<file path="config.mk">
export PLATFORM = sky130hd
export DESIGN_NAME = rfsh_sched
export DESIGN_NICKNAME = d
export VERILOG_FILES = /design/src/rtl/rfsh_pkg.sv /design/src/rtl/rfsh_timer.sv /design/src/rtl/rfsh_credit.sv /design/src/rtl/rfsh_seq.sv /design/src/rtl/rfsh_sched.sv
export SDC_FILE = /design/constraint.sdc
export NUM_CORES = 1
export LEC_CHECK = 0
export ABC_AREA = 1
export BUFFER_PORTS_ARGS = -buffer_cell sky130_fd_sc_hd__buf_2
export CORE_MARGIN = 2
export CORE_UTILIZATION = 58
export DETAILED_ROUTE_END_ITERATION = 10
export PLACE_DENSITY = 0.8
export SKIP_CTS_REPAIR_TIMING = 1
export SYNTH_ARGS = -nofsm -noshare
export SYNTH_HDL_FRONTEND = slang
export SYNTH_SLANG_ARGS = --single-unit
export TNS_END_PERCENT = 30
</file>
<file path="constraint.sdc">
create_clock -name clk_i -period 3.1 [get_ports clk_i]
set_input_delay 0.775 -clock clk_i [delete_from_list [all_inputs] [get_ports clk_i]]
set_output_delay 0.775 -clock clk_i [all_outputs]
set_load 0.01 [all_outputs]
</file>
<file path="src/rtl/rfsh_pkg.sv">
package rfsh_pkg;
  typedef enum logic [1:0] {
    ST_IDLE,
    ST_PCHG,
    ST_WAIT,
    ST_RFSH
  } rfsh_state_e;
endpackage

</file>
<file path="src/rtl/rfsh_timer.sv">
module rfsh_timer #(
  parameter int INTERVAL_W = 16
) (
  input  logic                  clk_i,
  input  logic                  rst_ni,
  input  logic [INTERVAL_W-1:0] interval_i,
  output logic                  tick_o
);
  logic [INTERVAL_W-1:0] cnt_q;
  logic [INTERVAL_W-1:0] last;

  assign last   = interval_i - 1'b1;
  assign tick_o = (cnt_q >= last);

  always_ff @(posedge clk_i or negedge rst_ni) begin
    if (!rst_ni)     cnt_q <= '0;
    else if (tick_o) cnt_q <= '0;
    else             cnt_q <= cnt_q + 1'b1;
  end

  // counter restarts after each expiry
  a_r1_restart: assert property (@(posedge clk_i) disable iff (!rst_ni)
    tick_o |=> (cnt_q == '0));
endmodule

</file>
<file path="src/rtl/rfsh_credit.sv">
module rfsh_credit #(
  parameter int MAX_OWED = 8,
  localparam int OWED_W  = $clog2(MAX_OWED + 1)
) (
  input  logic              clk_i,
  input  logic              rst_ni,
  input  logic              tick_i,
  input  logic              issue_i,
  output logic [OWED_W-1:0] owed_o,
  output logic              urgent_o
);
  localparam logic [OWED_W-1:0] CAP = OWED_W'(MAX_OWED);

  logic [OWED_W-1:0] owed_q;
  logic inc, dec;

  assign inc = tick_i && (owed_q != CAP);
  assign dec = issue_i && (owed_q != '0);

  always_ff @(posedge clk_i or negedge rst_ni) begin
    if (!rst_ni)         owed_q <= '0;
    else if (inc && !dec) owed_q <= owed_q + 1'b1;
    else if (dec && !inc) owed_q <= owed_q - 1'b1;
  end

  assign owed_o   = owed_q;
  assign urgent_o = (owed_q == CAP);

  a_r2_cap: assert property (@(posedge clk_i) disable iff (!rst_ni)
    owed_q <= CAP);
  a_r3_decrement: assert property (@(posedge clk_i) disable iff (!rst_ni)
    (issue_i && !tick_i && owed_q != '0) |=> (owed_q == $past(owed_q) - 1'b1));
  a_r1_increment: assert property (@(posedge clk_i) disable iff (!rst_ni)
    (tick_i && !issue_i && owed_q != CAP) |=> (owed_q == $past(owed_q) + 1'b1));
endmodule

</file>
<file path="src/rtl/rfsh_seq.sv">
module rfsh_seq
  import rfsh_pkg::*;
(
  input  logic clk_i,
  input  logic rst_ni,
  input  logic credit_i,
  input  logic banks_idle_i,
  input  logic pchg_gnt_i,
  input  logic rfsh_gnt_i,
  output logic pchg_req_o,
  output logic rfsh_req_o
);
  rfsh_state_e state_q, state_d;

  always_comb begin
    state_d = state_q;
    unique case (state_q)
      ST_IDLE: if (credit_i) state_d = banks_idle_i ? ST_RFSH : ST_PCHG;
      ST_PCHG: if (pchg_gnt_i) state_d = ST_WAIT;
      ST_WAIT: if (banks_idle_i) state_d = ST_RFSH;
      ST_RFSH: begin
        if (!banks_idle_i)   state_d = ST_PCHG;  // a row was reopened
        else if (rfsh_gnt_i) state_d = ST_IDLE;
      end
      default: state_d = ST_IDLE;
    endcase
  end

  always_ff @(posedge clk_i or negedge rst_ni) begin
    if (!rst_ni) state_q <= ST_IDLE;
    else         state_q <= state_d;
  end

  assign pchg_req_o = (state_q == ST_PCHG);
  assign rfsh_req_o = (state_q == ST_RFSH) && banks_idle_i;

  a_r4_needs_credit: assert property (@(posedge clk_i) disable iff (!rst_ni)
    rfsh_req_o |-> credit_i);
  a_r5_pchg_hold: assert property (@(posedge clk_i) disable iff (!rst_ni)
    (pchg_req_o && !pchg_gnt_i) |=> pchg_req_o);
  a_r5_exclusive: assert property (@(posedge clk_i) disable iff (!rst_ni)
    !(pchg_req_o && rfsh_req_o));
  a_r7_reopen: assert property (@(posedge clk_i) disable iff (!rst_ni)
    (state_q == ST_RFSH && !banks_idle_i) |=> pchg_req_o);
endmodule

</file>
<file path="src/rtl/rfsh_sched.sv">
module rfsh_sched #(
  parameter int INTERVAL_W = 16,
  parameter int MAX_OWED   = 8,
  localparam int OWED_W    = $clog2(MAX_OWED + 1)
) (
  input  logic                  clk_i,
  input  logic                  rst_ni,
  input  logic [INTERVAL_W-1:0] interval_i,
  input  logic                  banks_idle_i,
  output logic                  pchg_req_o,
  input  logic                  pchg_gnt_i,
  output logic                  rfsh_req_o,
  input  logic                  rfsh_gnt_i,
  output logic                  urgent_o,
  output logic [OWED_W-1:0]     owed_o
);
  logic tick, issue;

  rfsh_timer #(.INTERVAL_W(INTERVAL_W)) u_timer (
    .clk_i     (clk_i),
    .rst_ni    (rst_ni),
    .interval_i(interval_i),
    .tick_o    (tick)
  );

  assign issue = rfsh_req_o && rfsh_gnt_i;

  rfsh_credit #(.MAX_OWED(MAX_OWED)) u_credit (
    .clk_i   (clk_i),
    .rst_ni  (rst_ni),
    .tick_i  (tick),
    .issue_i (issue),
    .owed_o  (owed_o),
    .urgent_o(urgent_o)
  );

  rfsh_seq u_seq (
    .clk_i       (clk_i),
    .rst_ni      (rst_ni),
    .credit_i    (owed_o != '0),
    .banks_idle_i(banks_idle_i),
    .pchg_gnt_i  (pchg_gnt_i),
    .rfsh_gnt_i  (rfsh_gnt_i),
    .pchg_req_o  (pchg_req_o),
    .rfsh_req_o  (rfsh_req_o)
  );

  // refresh never requested with a bank open
  a_r7_idle_only: assert property (@(posedge clk_i) disable iff (!rst_ni)
    rfsh_req_o |-> banks_idle_i);
endmodule

</file>
# --- Yosys cells after proc, flatten, opt, wreduce, memory -nomap -nowiden ---
# Cells that the tools add are included.
classes:
  multipliers: 0
  magnitude_cmp: 1
  addsub: 4
  n_mux: 10
  reduce_logical: 12
  bitwise: 0
  eq_ne: 9
  shifts: 0
  n_div: 0
op_table:
  columns: ["op", "n"]
  rows:
  - ["16-bit by 1-bit adder with 16-bit output (second input constant)", 1]
  - ["16-bit >= comparator", 1]
  - ["16-bit 2-to-1 mux", 1]
  - ["16-bit by 1-bit subtractor with 16-bit output (second input constant)", 1]
  - ["2-bit 2-to-1 mux", 6]
  - ["4-bit 2-to-1 mux", 2]
  - ["2-bit case mux with 4 select lines", 1]
  - ["1-bit logical AND", 6]
  - ["4-bit by 1-bit adder with 4-bit output (second input constant)", 1]
  - ["2-bit == test (second input constant)", 2]
  - ["4-bit == test (second input constant)", 1]
  - ["2-bit by 1-bit inequality test with 1-bit output (second input constant)", 2]
  - ["4-bit inequality test (second input constant)", 1]
  - ["4-bit AND reduction", 1]
  - ["4-bit nonzero test", 1]
  - ["4-bit by 1-bit subtractor with 4-bit output (second input constant)", 1]
  - ["3-bit inequality test (second input constant)", 1]
  - ["2-bit by 1-bit == test with 1-bit output (second input constant)", 1]
  - ["1-bit zero test", 2]
  - ["2-bit zero test", 1]
  - ["2-bit inequality test (second input constant)", 1]
  - ["2-bit nonzero test", 1]
totals:
  latchBits: 0
  n_memories: 0
  reg_bits: 22
  word_cells: 39
  romBits: 0
  ram_bits: 0
  inputBits: 21
  out_inout_bits: 7

# --- Logic depth before layout (Yosys ltp) ---
# Gate-level depths: netlist (run 1).
depth:
  ltp_word: 7
  mapped_depth: 24
  ltp_nobuf: 24

# --- Hierarchy ---
# Synthesis (run 1) repeated with hierarchy kept, for this count alone.
unflattened:
  cells_unflattened: 302
  hier_area_um2: 2199.6
modules_own_cells:
  columns: ["module", "seq_area_each_um2", "area_per_inst_um2", "n_inst", "cells_each"]
  rows:
  - ["rfsh_timer", 400.4, 1617.8, 1, 222]
  - ["rfsh_credit", 100.1, 311.5, 1, 41]
  - ["rfsh_seq", 50.0, 251.5, 1, 34]
  - ["rfsh_sched", 0.0, 18.8, 1, 5]

# --- Least setup slack after synthesis (run 1) ---
# OpenSTA, ideal clock, no wires.
synth_path:
  path_type: "input to register"
  startpoint: "in interval_i[0]"
  endpoint: "reg u_credit.owed_q[3], in the netlist u_credit.owed_o[3]"
  n_path_buf: 0
  t_arrival_ns: 3.405
  required_time_ns: 2.979
  stages: 24
  setup_ns: 0.121
  slack_ns: -0.427
  path_cell_list: "inv_1 > ha_1 > inv_1 > nor3_1 > xor2_1 > inv_1 > ha_1 > nand2_1 > inv_1 > nand2_1 > nor2_1 > nor2_1 > nand2_1 > nand2_1 > a21oi_1 > ha_1 > inv_1 > ha_1 > a21oi_1 > nand2_1 > a21oi_1 > o21ai_0 > nand2_1 > nand2_1"
synth_between:
  elab_chain_len: 6
  elab_cells_between_ends: 8
  classes_between: "add/sub: 1; order compare: 1; mux: 1; reduce/logical: 5"
synth_rtl:
  columns: ["element", "line_no", "source"]
  rows:
  - ["from (decl)", "rfsh_sched.sv:8", "input logic [INTERVAL_W-1:0] interval_i,"]
  - ["16-bit by 1-bit subtractor with 16-bit output (*)", "rfsh_timer.sv:12", "assign last = interval_i - 1'b1;"]
  - ["16-bit >= comparator (*)", "rfsh_timer.sv:13", "assign tick_o = (cnt_q >= last);"]
  - ["1-bit logical AND (*)", "rfsh_credit.sv:17", "assign inc = tick_i && (owed_q != CAP);"]
  - ["1-bit zero test", "rfsh_credit.sv:23", "else if (dec && !inc) owed_q <= owed_q - 1'b1;"]
  - ["1-bit logical AND", "rfsh_credit.sv:23", null]
  - ["2-bit nonzero test (no line)", null, null]
  - ["to (signal assigned)", "rfsh_credit.sv:22", "else if (inc && !dec) owed_q <= owed_q + 1'b1;"]
  - ["to (signal assigned)", "rfsh_credit.sv:23", null]
  - ["to (decl)", "rfsh_credit.sv:14", "logic [OWED_W-1:0] owed_q;"]
# Every way passes the cells marked *; elsewhere a longest branch is shown, timed or not.
# A chain may end at the register's enable or synchronous reset.

# --- Final worst setup path (run 1) ---
layout_path:
  startpoint: "in interval_i[1]"
  endpoint: "reg u_credit.owed_q[3], in the netlist u_credit.owed_o[3]"
# The elaborated chain is that of the path after synthesis.

==> results of run 1 <==
==> critical path: stages <==
cell and delay, ns:
buf_6 0.11, nor2_2 0.13, nand2_2 0.09, nor2_4 0.13, buf_4 0.14, nand2_1 0.07
xor2_1 0.17, ha_1 0.29, nand2_1 0.05, nand2_1 0.05, nand2_1 0.04, a21oi_1 0.15
nor2_2 0.08, a21oi_2 0.14, ha_2 0.20, inv_4 0.05, ha_4 0.22, a21oi_2 0.14
nand2_2 0.08, a21oi_2 0.13, o21ai_1 0.07, nand2_1 0.05, nand2_1 0.04
==> layout make-up <==
cell class	count	area, um^2	area share [%]
sequential	22	551	21.2
multi-input combinational	211	1430	55.0
clock buffer	3	22.5	0.867
timing repair buffer	52	344	13.3
tap	46	57.6	2.22
inverter	43	193	7.42
==> metal layers <==
layer  vias to the layer above  wire length, um  track usage, %
met3                         4              161            3.75
met4                         0               19            3.53
met1                       872             1960            30.1
li1                        982                -               -
met2                        36             2030            40.3
met5                         -                0               0
==> layout by cell type (no fill, tap or decap), drive strengths merged, types with 3 or more instances in the layout <==
| cell type | count |
|---|---|
| nor2 | 49 |
| nand2 | 62 |
| nor3 | 4 |
| ha | 25 |
| inv | 43 |
| nand3 | 13 |
| a21oi | 10 |
| buf | 52 |
| xor2 | 15 |
| clkbuf | 3 |
| o21ai | 10 |
| xnor2 | 10 |
| dfrtp | 22 |
| nand4 | 8 |
==> through the flow <==
stage,cell area [um^2],utilization (%),setup WS (ns),instances,hold WS (ns)
6_report,2600,77.2,-0.114,377,0.418
2_1_floorplan,2140,-,-0.150,278,0.453
3_5_place_dp,2490,74.1,-0.595,372,0.484
3_3_place_gp,2490,74.1,-0.541,372,0.475
4_1_cts,2510,74.7,-0.268,375,0.426
5_1_grt,2600,77.2,-0.382,377,0.453
==> path summary, 6_finish.rpt <==
check / from / endpoint / slack, ns
setup / recovery: interval_i[1] / u_credit.owed_o[3] / -0.11
hold / removal: rst_ni / u_timer.cnt_q[15] / 0.42
setup reg to reg: u_timer.cnt_q[5] / u_credit.owed_o[3] / 0.58
hold reg to reg: u_timer.cnt_q[0] / u_timer.cnt_q[0] / 0.50
max in group asynchronous: rst_ni / u_timer.cnt_q[3] / 2.35
min in group clk_i: u_timer.cnt_q[0] / u_timer.cnt_q[0] / 0.50
==> flip-flops by register name, indices dropped and copies added, names as in the netlist <==
signal           count
u_seq.state_q        2
u_credit.owed_o      4
u_timer.cnt_q       16
==> where the power goes <==
part / internal (uW) / total, uW / switching, uW
clock: 45.4 / 127 / 81.4
sequential: 368 / 502 / 134
combinational: 282 / 601 / 320
==> cell families (layout without fill, tap and decap cells) <==
group / Yosys count / count (layout)
compound gates: 22 / 22
xor+xnor: 25 / 25
fa+ha+maj: 26 / 26
buf+inv: 45 / 98
flops: 22 / 22
mux: 1 / 1
simple gates: 137 / 137
==> impl_metrics.env, run 1 <==
export IMPL_hold_class="input port to async pin"
export IMPL_endpoint_kind="flop"
export IMPL_yosys_area_top_type="dfrtp_1"
export IMPL_gp_congestion=0.839
export IMPL_drt_first_pass_iters=4
export IMPL_area_growth_pct=26.8
export IMPL_synth_most_common_cell="nand2_1"
export IMPL_synthMuxAreaShare_pct=0.550
export IMPL_synth_edff_count=0
export IMPL_drv_cap=0
export IMPL_synthTopCellsByArea="dfrtp_1 (27%), ha_1 (15%), nand2_1 (10%), inv_1 (7.3%), nor2_1 (7.3%)"
export IMPL_synth_top_family_by_area="simple AND/OR/NAND/NOR gates"
export IMPL_antenna_cells=0
export IMPL_final_layout_size_suffix_gt1_share_pct=30.2
export IMPL_synth_fa_ha_area_share_pct=16.3
export IMPL_drc=0
export IMPL_placementRows=21
export IMPL_die_w_um=63.4
export IMPL_async_reset_ff_share_pct=100
export IMPL_setup_violations_final=2
export IMPL_grt_pass1_vias=1857
export IMPL_clock_latency_ns=0.30
export IMPL_finalPower_uw=1230
export IMPL_setup_tns_ns=-0.201
export IMPL_finalMaxSlewViolations=0
export IMPL_antenna_found_initial=0
export IMPL_syn_inst=278
export IMPL_outcome="complete, but fails checks"
export IMPL_worst_slew_pin_transition_ns=0.501
export IMPL_syn_avg_cell_area_um2=7.36
export IMPL_first_iter_violations=82
export IMPL_cts_htree_levels=1
export IMPL_syn_area_mm2=0.00205
export IMPL_slew_headroom_pct=66.6
export IMPL_setup_ws_ns=-0.114
export IMPL_criticalPathCategory="input port to flop"
export IMPL_syn_nets=325
export IMPL_root_buffer="clkbuf_4"
export IMPL_grt_pass1_wl_um=7580
export IMPL_ys_flop_type="dfrtp_1"
export IMPL_core_mm2=0.00336
export IMPL_drtAntennaViolNets=0
export IMPL_leakage_uw=0.00131
export IMPL_cp_arrival_ns=3.42
export IMPL_required_ns=3.31
export IMPL_dieHeight_um=63.4
export IMPL_cp_max_fo=4
export IMPL_clock_skew_ns=0.00338
export IMPL_cts_sinks=22
export IMPL_start_util_pct=60.9
export IMPL_synth_xor_area_share_pct=10.7
export IMPL_violations="setup timing"
export IMPL_clk_pin_slew_ns=0.11
export IMPL_ir_worst_vdd_uv=441
export IMPL_ys_ff_latch=22
export IMPL_post_route_min_period_ns=3.21
export IMPL_power_density_mw_per_mm2=474
export IMPL_hold_violations=0
export IMPL_synthDistinctLibCells=26
export IMPL_fmax_mhz=311
export IMPL_port_buffers=27
export IMPL_synth_commonest_cells="nand2_1 (57), inv_1 (40), nor2_1 (40), ha_1 (25), dfrtp_1 (22)"
export IMPL_synth_simple_gate_area_share_pct=31.0
export IMPL_wl_per_cell_um=11.1
export IMPL_clock_path_buffers=2
export IMPL_ios=28
export IMPL_overflow=0
export IMPL_wl_um=4170
export IMPL_avgViaCountPerCell=5.02
export IMPL_fin_nets=380
export IMPL_yosysSeqAreaShare_pct=26.9
export IMPL_synth_compound_area_share_pct=5.81
export IMPL_reg2reg_depth=18
export IMPL_ys_warn_count=0
export IMPL_post_route_period_util_pct=104
export IMPL_vias=1894
export IMPL_die_area_mm2=0.00402
export IMPL_dp_hpwl_um=3360
export IMPL_grtUsageTotal_pct=22.9
export IMPL_rsz0062_at_grt="yes"
export IMPL_startpoint_type="input port"
export IMPL_synth_top_cell_area_share_pct=26.9
export IMPL_grt_max_degree=23
export IMPL_cts_buffers_inserted=3
export IMPL_cts_tree="yes"
export IMPL_fillCellCount=278
Note: power is estimated with default switching activity, not from simulation.
==> run 2: changes to the inputs <==
- RECOVER_POWER: not set -> 100
==> run 2 against run 1 <==
The flow still finishes with violations (setup timing); critical path depth did not move; final area fell by 0.34%; global-route usage did not move; routed wire length fell by 0.41%; sequential share of layout area rose by 0.072 points; worst hold slack improved by 0.081 ns; cell count did not move; sequential cell count did not move; register-to-register slack barely moved; maximum frequency barely moved; first-iteration DRC count did not move; combinational power fell by 1%; critical endpoint unchanged.
==> impl_metrics.env, run 2 (synthesis gave the netlist of run 1 again) <==
export IMPL_outcome="complete, but fails checks"
export IMPL_violations="setup timing"
export IMPL_hold_class="flop to flop"
export IMPL_port_buffers=27
export IMPL_crit_top_cell="nand2_1"
export IMPL_cts_sinks=22
export IMPL_start_util_pct=60.9
export IMPL_setup_violations_final=2
export IMPL_globalRouteMet1Util_pct=30.1
export IMPL_drc=0
export IMPL_drt_first_pass_iters=4
export IMPL_reg2reg_to="u_credit.owed_o[3]"
export IMPL_reg2reg_depth=18
export IMPL_r2r_setup_slack_ns=0.58
export IMPL_cts_buffers_inserted=3
export IMPL_core_mm2=0.00336
export IMPL_cp_max_fo=4
export IMPL_dieHeight_um=63.4
export IMPL_stdcell_count=377
export IMPL_drtAntennaViolNets=0
export IMPL_startpoint_type="input port"
export IMPL_hold_depth=1
export IMPL_mostFrequentLayoutCells="nand2_1 (54), inv_1 (35), nor2_1 (34), buf_4 (25), dfrtp_1 (22)"
export IMPL_criticalPathCategory="input port to flop"
export IMPL_ios=28
export IMPL_fin_nets=380
export IMPL_fmax_mhz=311
export IMPL_post_dp_cell_area_mm2=0.00249
export IMPL_final_common_cell="nand2_1"
export IMPL_setup_ws_ns=-0.114
export IMPL_clock_path_buffers=2
export IMPL_hp_start="u_timer.cnt_q[0]"
export IMPL_wl_per_cell_um=11.0
export IMPL_fin_area_mm2=0.00259
export IMPL_rsz0062_at_grt="yes"
export IMPL_fillCellCount=280
export IMPL_grt_pass1_wl_um=7580
export IMPL_cp_slowest_cell="ha_1"
export IMPL_seqCellArea_um2=551
export IMPL_endpoint_kind="flop"
export IMPL_cp_arrival_ns=3.42
export IMPL_post_route_period_util_pct=104
export IMPL_regMostFlops="u_timer.cnt_q"
export IMPL_clk_pin_slew_ns=0.11
export IMPL_clock_skew_ns=0.00347
export IMPL_first_iter_violations=82
export IMPL_cts_htree_levels=1
export IMPL_placementRows=21
export IMPL_grt_max_degree=23
export IMPL_largest_reg_flops=16
export IMPL_die_area_mm2=0.00402
export IMPL_multi_input_area_mm2=0.00143
export IMPL_area_growth_pct=26.4
export IMPL_power_density_mw_per_mm2=473
export IMPL_top_usage_layer="met2"
export IMPL_min_to="u_timer.cnt_q[0]"
export IMPL_antenna_found_initial=0
export IMPL_antenna_cells=0
export IMPL_vias=1897
export IMPL_clock_latency_ns=0.30
export IMPL_reg2reg_from="u_timer.cnt_q[5]"
export IMPL_ir_worst_vdd_uv=433
export IMPL_placed_cells=372
export IMPL_gp_congestion=0.839
export IMPL_grt_use_met3_pct=3.75
export IMPL_grtUsageTotal_pct=22.9
export IMPL_finalMaxSlewViolations=0
export IMPL_slowest_delay_ns=0.29
export IMPL_leakage_uw=0.00129
export IMPL_path_cells="buf_6 -> nor2_2 -> nand2_2 -> nor2_4 -> buf_4 -> nand2_1 -> xor2_1 -> ha_1 -> nand2_1 -> nand2_1 -> nand2_1 -> a21oi_1 -> nor2_2 -> a21oi_2 -> ha_2 -> inv_4 -> ha_4 -> a21oi_2 -> nand2_2 -> a21oi_2 -> o21ai_1 -> nand2_1 -> nand2_1"
export IMPL_required_ns=3.31
export IMPL_worst_slew_pin_transition_ns=1.19
export IMPL_die_w_um=63.4
export IMPL_dp_hpwl_um=3360
export IMPL_grt_pass1_vias=1857
export IMPL_use_met2_pct=40.3
export IMPL_slew_headroom_pct=20.8
export IMPL_avgViaCountPerCell=5.03
export IMPL_final_layout_size_suffix_gt1_share_pct=28.1
export IMPL_wl_um=4150
export IMPL_drv_cap=0
export IMPL_cts_tree="yes"
export IMPL_post_route_min_period_ns=3.21
export IMPL_root_buffer="clkbuf_4"
export IMPL_overflow=0
export IMPL_hold_violations=0
## run 2: per-layer routing
| metal | up-vias | wire length (um) | part of all wire (%) |
|---|---|---|---|
| li1 | 982 | - | - |
| met1 | 874 | 1960 | 47 |
| met2 | 37 | 2020 | 49 |
| met3 | 4 | 156 | 3.8 |
| met4 | 0 | 19 | 0.46 |
| met5 | - | 0 | 0 |
## run 2: critical path, delay by kind of cell
family                     cells  cell delay [ns]
AOI/OAI and AO/OA              5             0.63
xor gates and xnor gates       1             0.17
buffers and inverters          3             0.30
adders and majority gates      3             0.71
and+or+nand+nor               11             0.81
## run 2: how the worst max path moves through the flow
stage                        from                 end  slack [ns]  depth (start not counted)
finish              interval_i[1]  u_credit.owed_o[3]       -0.11                         23
CTS                 interval_i[0]  u_credit.owed_o[3]       -0.27                         22
global placement    interval_i[0]  u_credit.owed_o[3]       -0.54                         22
detailed placement  interval_i[0]  u_credit.owed_o[3]       -0.59                         22
global route        interval_i[0]  u_credit.owed_o[3]       -0.38                         22
floorplan           interval_i[4]  u_credit.owed_o[3]       -0.15                         22
## run 2: cell type report
cell class	instances	share of cell area, %
flip-flops and latches	22	21.3
well taps	46	2.22
inverters	43	7.45
repair buffers	52	13.0
clock buffers	3	0.870
multi-input cells	211	55.2
## run 2: where the power goes
part / switching [uW] / internal, uW
combinational: 320 / 273
clock: 81.4 / 45.4
sequential: 135 / 368
## run 2: per-stage QoR
| step | setup WS, ns | utilization, % | power, uW | hold WS, ns | setup TNS (ns) |
|---|---|---|---|---|---|
| floorplan | -0.150 | - | 902 | 0.453 | -0.234 |
| global placement | -0.541 | 74.1 | 1060 | 0.475 | -1.58 |
| detailed placement | -0.595 | 74.1 | 1090 | 0.484 | -1.72 |
| CTS | -0.268 | 74.7 | 1220 | 0.426 | -0.592 |
| global route | -0.382 | 76.9 | 1360 | 0.534 | -0.796 |
| finish | -0.114 | 76.9 | 1220 | 0.499 | -0.202 |
